[config.mk]
export PLATFORM = sky130hd
export DESIGN_NAME = qc_regbank
export DESIGN_NICKNAME = d
export VERILOG_FILES = /design/src/rtl/qc_pkg.sv /design/src/rtl/qc_control.sv /design/src/rtl/qc_datapath.sv /design/src/rtl/qc_regbank.sv
export SDC_FILE = /design/constraint.sdc
export NUM_CORES = 1
export LEC_CHECK = 0
export ABC_AREA = 1
export BUFFER_PORTS_ARGS = -buffer_cell sky130_fd_sc_hd__buf_4
export CORE_MARGIN = 2
export CORE_UTILIZATION = 40
export CTS_CLUSTER_DIAMETER = 200
export DETAILED_ROUTE_END_ITERATION = 7
export HOLD_SLACK_MARGIN = 0.12
export PLACE_DENSITY = 0.66
export RECOVER_POWER = 100
export SLEW_MARGIN = 30
export SYNTH_ARGS = -nofsm -noshare
export SYNTH_HDL_FRONTEND = slang
export SYNTH_SLANG_ARGS = --single-unit
[constraint.sdc]
create_clock -name clk -period 2.1 [get_ports clk]
set_input_delay 0.105 -clock clk [delete_from_list [all_inputs] [get_ports clk]]
set_output_delay 0.105 -clock clk [all_outputs]
set_load 0.01 [all_outputs]
[src/rtl/qc_pkg.sv]
package qc_pkg;
  localparam int NUM_CH     = 4;
  localparam int CH_W       = $clog2(NUM_CH);
  localparam int RES_W      = 16;
  localparam int PAGE_BYTES = 2 * NUM_CH;
  localparam int MAP_BYTES  = 3 * PAGE_BYTES;
  localparam int ADDR_W     = 8;

  typedef struct packed {
    logic              doPreset;
    logic [NUM_CH-1:0] presetSel;
    logic              doStore;
    logic [CH_W-1:0]   storeChan;
  } qcStrobe_t;

  // keep the top N bits of a result; code 0 means full width
  function automatic logic [RES_W-1:0] resMask(input logic [3:0] code);
    logic [RES_W-1:0] ones;
    int unsigned n;
    ones = '1;
    n = (code == 4'd0) ? RES_W : int'(code);
    return ~(ones >> n);
  endfunction
endpackage

[src/rtl/qc_control.sv]
module qc_control
  import qc_pkg::*;
(
  input  logic              clk,
  input  logic              rstN,
  input  logic              convStart,
  input  logic [NUM_CH-1:0] convMask,
  input  logic              sampleDone,
  output logic              sampleReq,
  output logic [CH_W-1:0]   sampleChan,
  output logic              busy,
  output qcStrobe_t         strobe
);
  logic [NUM_CH-1:0] pending;
  logic              reqActive;
  logic [CH_W-1:0]   chanQ;
  logic [CH_W-1:0]   nextChan;
  logic              accept;

  // lowest pending channel wins
  always_comb begin
    nextChan = '0;
    for (int i = NUM_CH - 1; i >= 0; i--) begin
      if (pending[i]) nextChan = CH_W'(i);
    end
  end

  assign accept = convStart && (pending == '0) && !reqActive;

  always_ff @(posedge clk) begin
    if (!rstN) begin
      pending   <= '0;
      reqActive <= 1'b0;
      chanQ     <= '0;
    end else if (accept) begin
      pending <= convMask;
    end else if (reqActive) begin
      if (sampleDone) begin
        pending[chanQ] <= 1'b0;
        reqActive      <= 1'b0;
      end
    end else if (pending != '0) begin
      reqActive <= 1'b1;
      chanQ     <= nextChan;
    end
  end

  always_comb begin
    strobe.doPreset  = accept;
    strobe.presetSel = convMask;
    strobe.doStore   = reqActive && sampleDone;
    strobe.storeChan = chanQ;
  end

  assign sampleReq  = reqActive;
  assign sampleChan = chanQ;
  assign busy       = |pending;
endmodule

[src/rtl/qc_datapath.sv]
module qc_datapath
  import qc_pkg::*;
(
  input  logic                clk,
  input  logic                rstN,
  input  qcStrobe_t           strobe,
  input  logic [2*NUM_CH-1:0] convPreset,
  input  logic [RES_W-1:0]    sampleData,
  input  logic [ADDR_W-1:0]   regAddr,
  input  logic                regWrEn,
  input  logic [7:0]          regWrData,
  output logic [7:0]          regRdData,
  output logic                condSearch,
  output logic [NUM_CH-1:0]   pullDown,
  output logic                porFlag
);
  logic [NUM_CH-1:0][RES_W-1:0] result;
  logic [NUM_CH-1:0][3:0]       rc;
  logic [NUM_CH-1:0][7:0]       thrLo, thrHi;
  logic [NUM_CH-1:0]            oe, oc, afh, afl, aeh, ael, ir;
  logic [NUM_CH-1:0]            hiHit, loHit;
  logic                         por;

  logic            inMap, odd, wrCtl, wrThr;
  logic [1:0]      page;
  logic [CH_W-1:0] ch;

  assign inMap = regAddr < ADDR_W'(MAP_BYTES);
  assign page  = regAddr[4:3];
  assign ch    = regAddr[CH_W:1];
  assign odd   = regAddr[0];
  assign wrCtl = regWrEn && inMap && (page == 2'd1);
  assign wrThr = regWrEn && inMap && (page == 2'd2);

  genvar g;
  generate
    for (g = 0; g < NUM_CH; g++) begin : g_ch
      logic [RES_W-1:0] m;
      logic [7:0]       tm, top;
      assign m           = resMask(rc[g]);
      assign tm          = m[RES_W-1 -: 8];
      assign top         = sampleData[RES_W-1 -: 8] & tm;
      assign hiHit[g]    = top > (thrHi[g] & tm);
      assign loHit[g]    = top < (thrLo[g] & tm);
      assign pullDown[g] = oe[g] & ~oc[g];
    end
  endgenerate

  always_ff @(posedge clk) begin
    if (!rstN) begin
      por <= 1'b1;
      for (int i = 0; i < NUM_CH; i++) begin
        result[i] <= '0;
        rc[i]     <= 4'd8;
        thrLo[i]  <= 8'h00;
        thrHi[i]  <= 8'hFF;
        oe[i]     <= 1'b0;
        oc[i]     <= 1'b0;
        afh[i]    <= 1'b0;
        afl[i]    <= 1'b0;
        aeh[i]    <= 1'b1;
        ael[i]    <= 1'b1;
        ir[i]     <= 1'b0;
      end
    end else begin
      if (wrCtl && odd) por <= regWrData[7];
      for (int i = 0; i < NUM_CH; i++) begin
        if (wrCtl && ch == CH_W'(i)) begin
          if (!odd) begin
            oe[i] <= regWrData[7];
            oc[i] <= regWrData[6];
            rc[i] <= regWrData[3:0];
          end else begin
            aeh[i] <= regWrData[3];
            ael[i] <= regWrData[2];
            ir[i]  <= regWrData[0];
          end
        end
        if (wrThr && ch == CH_W'(i)) begin
          if (odd) thrHi[i] <= regWrData;
          else     thrLo[i] <= regWrData;
        end
        if (strobe.doStore && strobe.storeChan == CH_W'(i)) begin
          result[i] <= sampleData & resMask(rc[i]);
          afh[i]    <= hiHit[i];
          afl[i]    <= loHit[i];
        end else begin
          if (strobe.doPreset && strobe.presetSel[i]) begin
            case (convPreset[2*i +: 2])
              2'b01:   result[i] <= '0;
              2'b10:   result[i] <= '1;
              default: ;
            endcase
          end
          if (wrCtl && odd && ch == CH_W'(i)) begin
            afh[i] <= afh[i] & regWrData[5];
            afl[i] <= afl[i] & regWrData[4];
          end
        end
      end
    end
  end

  always_comb begin
    regRdData = 8'hFF;
    if (inMap) begin
      case (page)
        2'd0: regRdData = odd ? result[ch][RES_W-1 -: 8] : result[ch][7:0];
        2'd1: regRdData = odd ? {por, 1'b0, afh[ch], afl[ch], aeh[ch], ael[ch], 1'b0, ir[ch]}
                              : {oe[ch], oc[ch], 2'b00, rc[ch]};
        2'd2: regRdData = odd ? thrHi[ch] : thrLo[ch];
        default: regRdData = 8'hFF;
      endcase
    end
  end

  assign condSearch = por | (|((afh & aeh) | (afl & ael)));
  assign porFlag    = por;
endmodule

[src/rtl/qc_regbank.sv]
module qc_regbank
  import qc_pkg::*;
(
  input  logic                clk,
  input  logic                rstN,
  input  logic [ADDR_W-1:0]   regAddr,
  input  logic                regWrEn,
  input  logic [7:0]          regWrData,
  output logic [7:0]          regRdData,
  input  logic                convStart,
  input  logic [NUM_CH-1:0]   convMask,
  input  logic [2*NUM_CH-1:0] convPreset,
  output logic                sampleReq,
  output logic [CH_W-1:0]     sampleChan,
  input  logic                sampleDone,
  input  logic [RES_W-1:0]    sampleData,
  output logic                busy,
  output logic                condSearch,
  output logic [NUM_CH-1:0]   pullDown
);
  qcStrobe_t strobe;
  logic      porFlag;

  qc_control u_ctrl (
    .clk(clk), .rstN(rstN), .convStart(convStart), .convMask(convMask),
    .sampleDone(sampleDone), .sampleReq(sampleReq), .sampleChan(sampleChan),
    .busy(busy), .strobe(strobe)
  );

  qc_datapath u_dp (
    .clk(clk), .rstN(rstN), .strobe(strobe), .convPreset(convPreset),
    .sampleData(sampleData), .regAddr(regAddr), .regWrEn(regWrEn),
    .regWrData(regWrData), .regRdData(regRdData), .condSearch(condSearch),
    .pullDown(pullDown), .porFlag(porFlag)
  );
endmodule

==> flow_summary.ini, run 1 <==
[finish]
fin_nets = 1743
filler_cell_count = 2670
area_growth_pct = 18.84
fin_util = 0.4862
fin_area_mm2 = 0.01271
layout-drive-gt1-share = 0.1531
n_antenna_cell = 0

[outcome]
violations = DRC
status = finished, violations left

[timing]
slew_violations = 0
fmax_ghz = 0.4824
finClkSkew_ns = 0.01054
whs_ns = 0.1139
finalCritPeriodShare = 0.9871
worstMarginPinSlew_ns = 1.191
fin_crit_ns = 2.073
setup_slack_ns = 0.02719
relSlewSlack = 0.1988
timing.final.hold_violations = 0
finalSetupViolations = 0

[yosys]
yosys.cell_types.count = 48
syn_area_mm2 = 0.01069
syn-num-nets = 1638
ys.flop_type = dfxtp_1
synth_edf_count = 0
synth_seq_cells = 180
synth_area_leaders = dfxtp_1 (34%), nand2_1 (14%), ha_1 (6.4%)
synth.top_cell.area_share = 0.3370
yosys.area.top_type = dfxtp_1
ys_seq_area_frac = 0.3370
ys_warn_count = 0
netlist_instances = 1534
avgSynthCellArea_um2 = 6.970
async_flop_share = 0

[grt]
grt.total_usage = 0.2899
grt_pass1_wl_um = 61710
grt_pass1_vias = 10730
grt_max_degree = 107
antenna_found_initial = 0
overflow = 0

[clock_network]
clockBufferDepth = 2
cts_tree = done
clk_pin_slew_worst_paths_ns = 0.08
clk_latency_ns = 0.45
root_buffer = clkbuf_16
cts_buffers = 17
cts.sinks = 180
htreeDepth = 4

[detailed_routing]
avgRoutedWirePerCell_um = 20.84
route.vias.total = 11570
drcViolationCount = 6
firstDrtPassIters = 8
drt_first_iter_violations = 1391
ant_nets = 0
wl_um = 41410
vias_per_cell = 5.824

[floorplan]
die_area_mm2 = 0.02805
num_io_pins = 66
die_height_um = 167.5
start_util = 0.4091
core_mm2 = 0.02613
chipWidth_um = 167.5
num_rows = 59

[placed_design]
placed_area_mm2 = 0.01185
gp_congestion = 0.9784
portBuffers = 65
dp_hpwl_um = 30640
pre_cts_ws_ns = -0.006051

[min_path]
hold_class = input pin to register

[critical_path]
crit_path_start_kind = register
crit_arrival_ns = 1.97
path_max_fanout = 3
critPathCaptureType = output port
required_ns = 2.00
worstSetupPathType = register to output port

[power_and_ir_drop]
finalPower_mw = 8.187
cellPowerDensity_mw_per_mm2 = 644.3
vdd_ir_drop_max_mv = 0.4614
leakagePower_nw = 5.467

[run]
max-cap-violations = 0
==> synthesized netlist by cell type, drive strengths merged (3+ instances only) <==
cell type  number
a211oi          4
a21oi         103
a221oi          8
a22oi          18
a31oi          63
a41oi           9
buf            41
clkbuf         43
dfxtp         180
ha             55
inv           165
nand2         402
nand3         127
nand4          42
nor2           86
nor3            3
o2111ai         3
o211ai         36
o21ai         100
o21bai         10
o22ai          20
o311ai          4
==> state kept, by name (all words and copies together), names as in the netlist, 16 cells and up <==
name,cells
u_dp.rc,16
u_dp.result,64
u_dp.thrHi,32
u_dp.thrLo,32
==> report_power, final <==
part / internal, mW / switching [mW] / leakage, nW
clock: 1.80 / 1.54 / 0.288
sequential: 3.52 / 0.108 / 1.46
combinational: 0.421 / 0.800 / 3.72
total: 5.74 / 2.45 / 5.47
==> metal layers <==
metal / routed length (um) / global-route usage / up-vias
met1: 17420 / 0.3866 / 5366
li1: - / - / 5475
met2: 18140 / 0.4620 / 606
met4: 2258 / 0.1361 / 0
met3: 3587 / 0.04443 / 126
met5: 0 / 0 / -
==> repair_timing <==
action,in CTS,in global routing
gates resized for setup,1,72
pin swaps,0,8
hold buffers,22,0
endpoints found under the hold margin,109,0
endpoints found under the setup margin,1,12
setup buffers,0,1
==> through the flow <==
stage	cells	TNS (ns)
6_report	1987	0
5_1_grt	1987	-0.01553
4_1_cts	1986	0
3_5_place_dp	1932	-0.006051
3_3_place_gp	1932	0
2_1_floorplan	1534	0
==> logic make-up after synthesis <==
| family | Yosys count | share of synthesized area |
|---|---|---|
| AOI/OAI and AO/OA | 383 | 0.2169 |
| buffers and inverters | 249 | 0.09807 |
| and+or+nand+nor | 667 | 0.2837 |
| DFF | 180 | 0.3370 |
| adders and majority gates | 55 | 0.06437 |
==> critical path, stage by stage (launching register included) <==
cell	delay (ns)
dfxtp_1	0.33
a22o_1	0.23
a221oi_1	0.46
nand3_1	0.29
clkbuf_1	0.20
==> area by class of cell <==
class,instances,area [um^2],area share
multi-input combinational,1105,6117,0.4814
clock inverter,10,111.4,0.008764
inverter,165,623.1,0.04904
clock buffer,22,484.2,0.03811
tap,335,419.2,0.03299
timing repair buffer,170,1328,0.1045
sequential,180,3623,0.2852
==> cells in the final DEF, fill, tap and decap left out, types with 8 or more instances in the layout <==
cell type	synthesis	layout
o21ai_0	96	88
a22oi_1	18	17
nand3_1	121	122
clkbuf_16	0	17
a41oi_1	9	9
a21oi_1	102	102
inv_2	10	20
nand2_2	5	14
dfxtp_1	180	170
o21bai_1	10	10
clkbuf_1	43	19
nor2_4	6	8
ha_1	55	53
a31oi_1	63	63
o22ai_1	19	18
o21ai_2	1	8
inv_1	155	144
nor2_1	75	71
buf_4	4	122
o211ai_1	36	36
nand4_1	40	40
dlygate4sd3_1	0	22
nand2_1	389	382
==> worst paths after layout <==
| kind | startpoint | end | slack (ns) | cells past startpoint |
|---|---|---|---|---|
| worst min register to register | u_dp.ir[0] | u_dp.ir[0] | 0.47 | 2 |
| worst max register to register | u_dp.rc[3] | u_dp.afh[0] | 0.13 | 14 |
| worst min-delay path | convMask[2] | u_ctrl.pending[2] | 0.11 | 5 |
| worst max-delay path | u_dp.aeh[2] | condSearch | 0.03 | 4 |
Note: power is estimated with default switching activity, not from simulation.
==> run 2, diff against run 1 <==
Settings changed: CELL_PAD_IN_SITES_DETAIL_PLACEMENT from default to 2, CELL_PAD_IN_SITES_GLOBAL_PLACEMENT from default to 2, CORE_UTILIZATION 40 to 32, PLACE_DENSITY 0.66 to 0.84.
Clock period 2.1 ns to 1.76 ns, I/O delays scaled along.
==> run 2 against run 1 <==
The flow finishes with violations (setup timing). Sequential power grew 21%. Final cell count grew 15%. Sequential cell count is the same. Count of clock-buffer cells in the layout shrank 2. Critical path depth grew 12. Global-route usage grew 13 points. Via count grew 32%. Die area grew 24%. Sequential share of layout area shrank 5.7 points. Critical path type is now register to register. Largest cell class unchanged. Largest power group unchanged.
==> flow_summary.ini, run 2 (synthesized netlist as in run 1, its figures left out) <==
[outcome]
status = finished, violations left
violations = setup timing

[critical_path]
crit_slowest_cell = dfxtp_4
crit_arrival_ns = 2.82
r2r_start = u_dp.rc[5]
rr_endpoint = u_dp.afh[1]
crit_path_start_kind = register
crit_chain = nor2_4 > nand2_2 > nand2_4 > inv_4 > o21ai_2 > buf_6 > nand2_4 > ha_4 > nand4_1 > nand2_1 > inv_1 > nand2_2 > nand2_1 > nand2_1 > nand2_2 > a21oi_2
rrSetupSlack_ns = -0.65
slowest_delay_ns = 0.38
path_max_fanout = 4
cp_num_buf_inv = 3
required_ns = 2.18
rr_worst_depth = 16
cp.depth = 16
worstSetupPathType = register to register
critPathCaptureType = register
cp_top_family = simple AND/OR/NAND/NOR gates

[clock_network]
clk_latency_ns = 0.50
cts_tree = done
cts_buffers = 17
clk_pin_slew_worst_paths_ns = 0.09
clockBufferDepth = 2
htreeDepth = 4
root_buffer = clkbuf_16
cts.sinks = 180

[min_path]
hold_class = input pin to register
min_from = regAddr[0]
hold_depth = 5
hold-path-endpoint = u_dp.thrLo[3]

[placed_design]
dp_hpwl_um = 41780
dpl.cell_count = 2142
gp_congestion = 0.9364
placed_area_mm2 = 0.01291
pre_cts_ws_ns = -0.3763
portBuffers = 65

[finish]
fin_util = 0.4945
layout_commonest_cell = nand2_1
final_cell_count_no_fill = 2283
regMostFlops = u_dp.result
fin_nets = 1929
largest_registers = u_dp.result (64), u_dp.thrHi (32), u_dp.thrLo (32)
largest_register_ff_count = 64
layout_common_cells = nand2_1 (320), buf_4 (266), dfxtp_1 (142)
layout-drive-gt1-share = 0.3934
area_growth_pct = 51.24
fin_area_mm2 = 0.01617

[timing]
whs_ns = 0.1849
timing.final.hold_violations = 0
relSlewSlack = 0.5543
grt_setup_unrepaired = true
finalSetupViolations = 111
slew_violations = 0
setup_slack_ns = -0.6451
fin_crit_ns = 2.405
finalCritPeriodShare = 1.367
finClkSkew_ns = 0.02849
worstMarginPinSlew_ns = 0.6678
totalNegativeSetupSlack_ns = -28.81
fmax_ghz = 0.4158

[run]
max-cap-violations = 0

[floorplan]
core_mm2 = 0.03270
chipWidth_um = 186.8
die_height_um = 186.8
die_area_mm2 = 0.03489
start_util = 0.3269
num_rows = 66
num_io_pins = 66

[detailed_routing]
wl_um = 86140
avgRoutedWirePerCell_um = 37.73
ant_nets = 0
drt_first_iter_violations = 1739
firstDrtPassIters = 6
drcViolationCount = 0
vias_per_cell = 6.700
route.vias.total = 15300

[grt]
grt_pass1_wl_um = 108500
overflow = 0
grt.total_usage = 0.4195
antenna_found_initial = 3
grt_max_degree = 63
grt_pass1_vias = 15950

[power_and_ir_drop]
finalPower_mw = 11.27
leakagePower_nw = 6.675
cellPowerDensity_mw_per_mm2 = 696.8
vdd_ir_drop_max_mv = 0.7192
run 2: cell count changes in the layout (fill, tap and decap cells not counted), sizes merged:
cell,before,now
buf,128,318
nand2,402,403
dlygate4sd3,22,21
clkbuf,42,36
diode,0,3
clkinv,1,5
clkinvlp,3,1
run 2: power breakdown:
| group | internal [mW] | leakage (nW) | switching [mW] | total (mW) |
|---|---|---|---|---|
| Combinational | 0.898 | 4.91 | 1.65 | 2.55 |
| Sequential | 4.19 | 1.47 | 0.214 | 4.40 |
| Clock | 2.10 | 0.288 | 2.22 | 4.32 |
| Total | 7.18 | 6.68 | 4.08 | 11.3 |
run 2: repair_timing:
item / in CTS / in global routing
setup endpoints to repair: 24 / 79
pin swaps: 99 / 108
resized for setup: 242 / 213
hold buffers: 21 / 0
setup buffers: 40 / 46
cloned: 0 / 2
endpoints found under the hold margin: 115 / 0
run 2: worst max-delay path by stage:
| stage | from | end | slack, ns |
|---|---|---|---|
| 2_1_floorplan | u_dp.rc[13] | u_dp.afh[3] | -0.01 |
| 3_3_place_gp | u_dp.rc[8] | u_dp.afh[2] | -0.29 |
| 3_5_place_dp | u_dp.rc[9] | u_dp.afh[2] | -0.38 |
| 4_1_cts | u_dp.rc[14] | u_dp.afl[3] | -0.28 |
| 5_1_grt | u_dp.rc[5] | u_dp.afh[1] | -0.67 |
| 6_report | u_dp.rc[5] | u_dp.afh[1] | -0.65 |
run 2: area by class of cell:
class,count,area [um^2]
multi-input combinational,1106,7644
antenna,3,7.507
fill,3637,16530
inverter,165,676.9
sequential,180,3691
timing repair buffer,355,3013
clock inverter,12,117.6
clock buffer,20,466.7
tap,442,553.0
run 2: worst min-delay path, delay by kind of cell:
kind / cells / cell delay (ns)
and+or+nand+nor: 2 / 0.16
AOI/OAI and AO/OA: 1 / 0.07
buffers and inverters: 2 / 0.29
run 2: metal layers:
metal / vias up / part of all wire / track usage
met1: 7473 / 0.35 / 0.4583
li1: 5855 / - / -
met3: 610 / 0.094 / 0.09291
met4: 0 / 0.11 / 0.3437
met2: 1357 / 0.45 / 0.6990
met5: - / 0 / 0
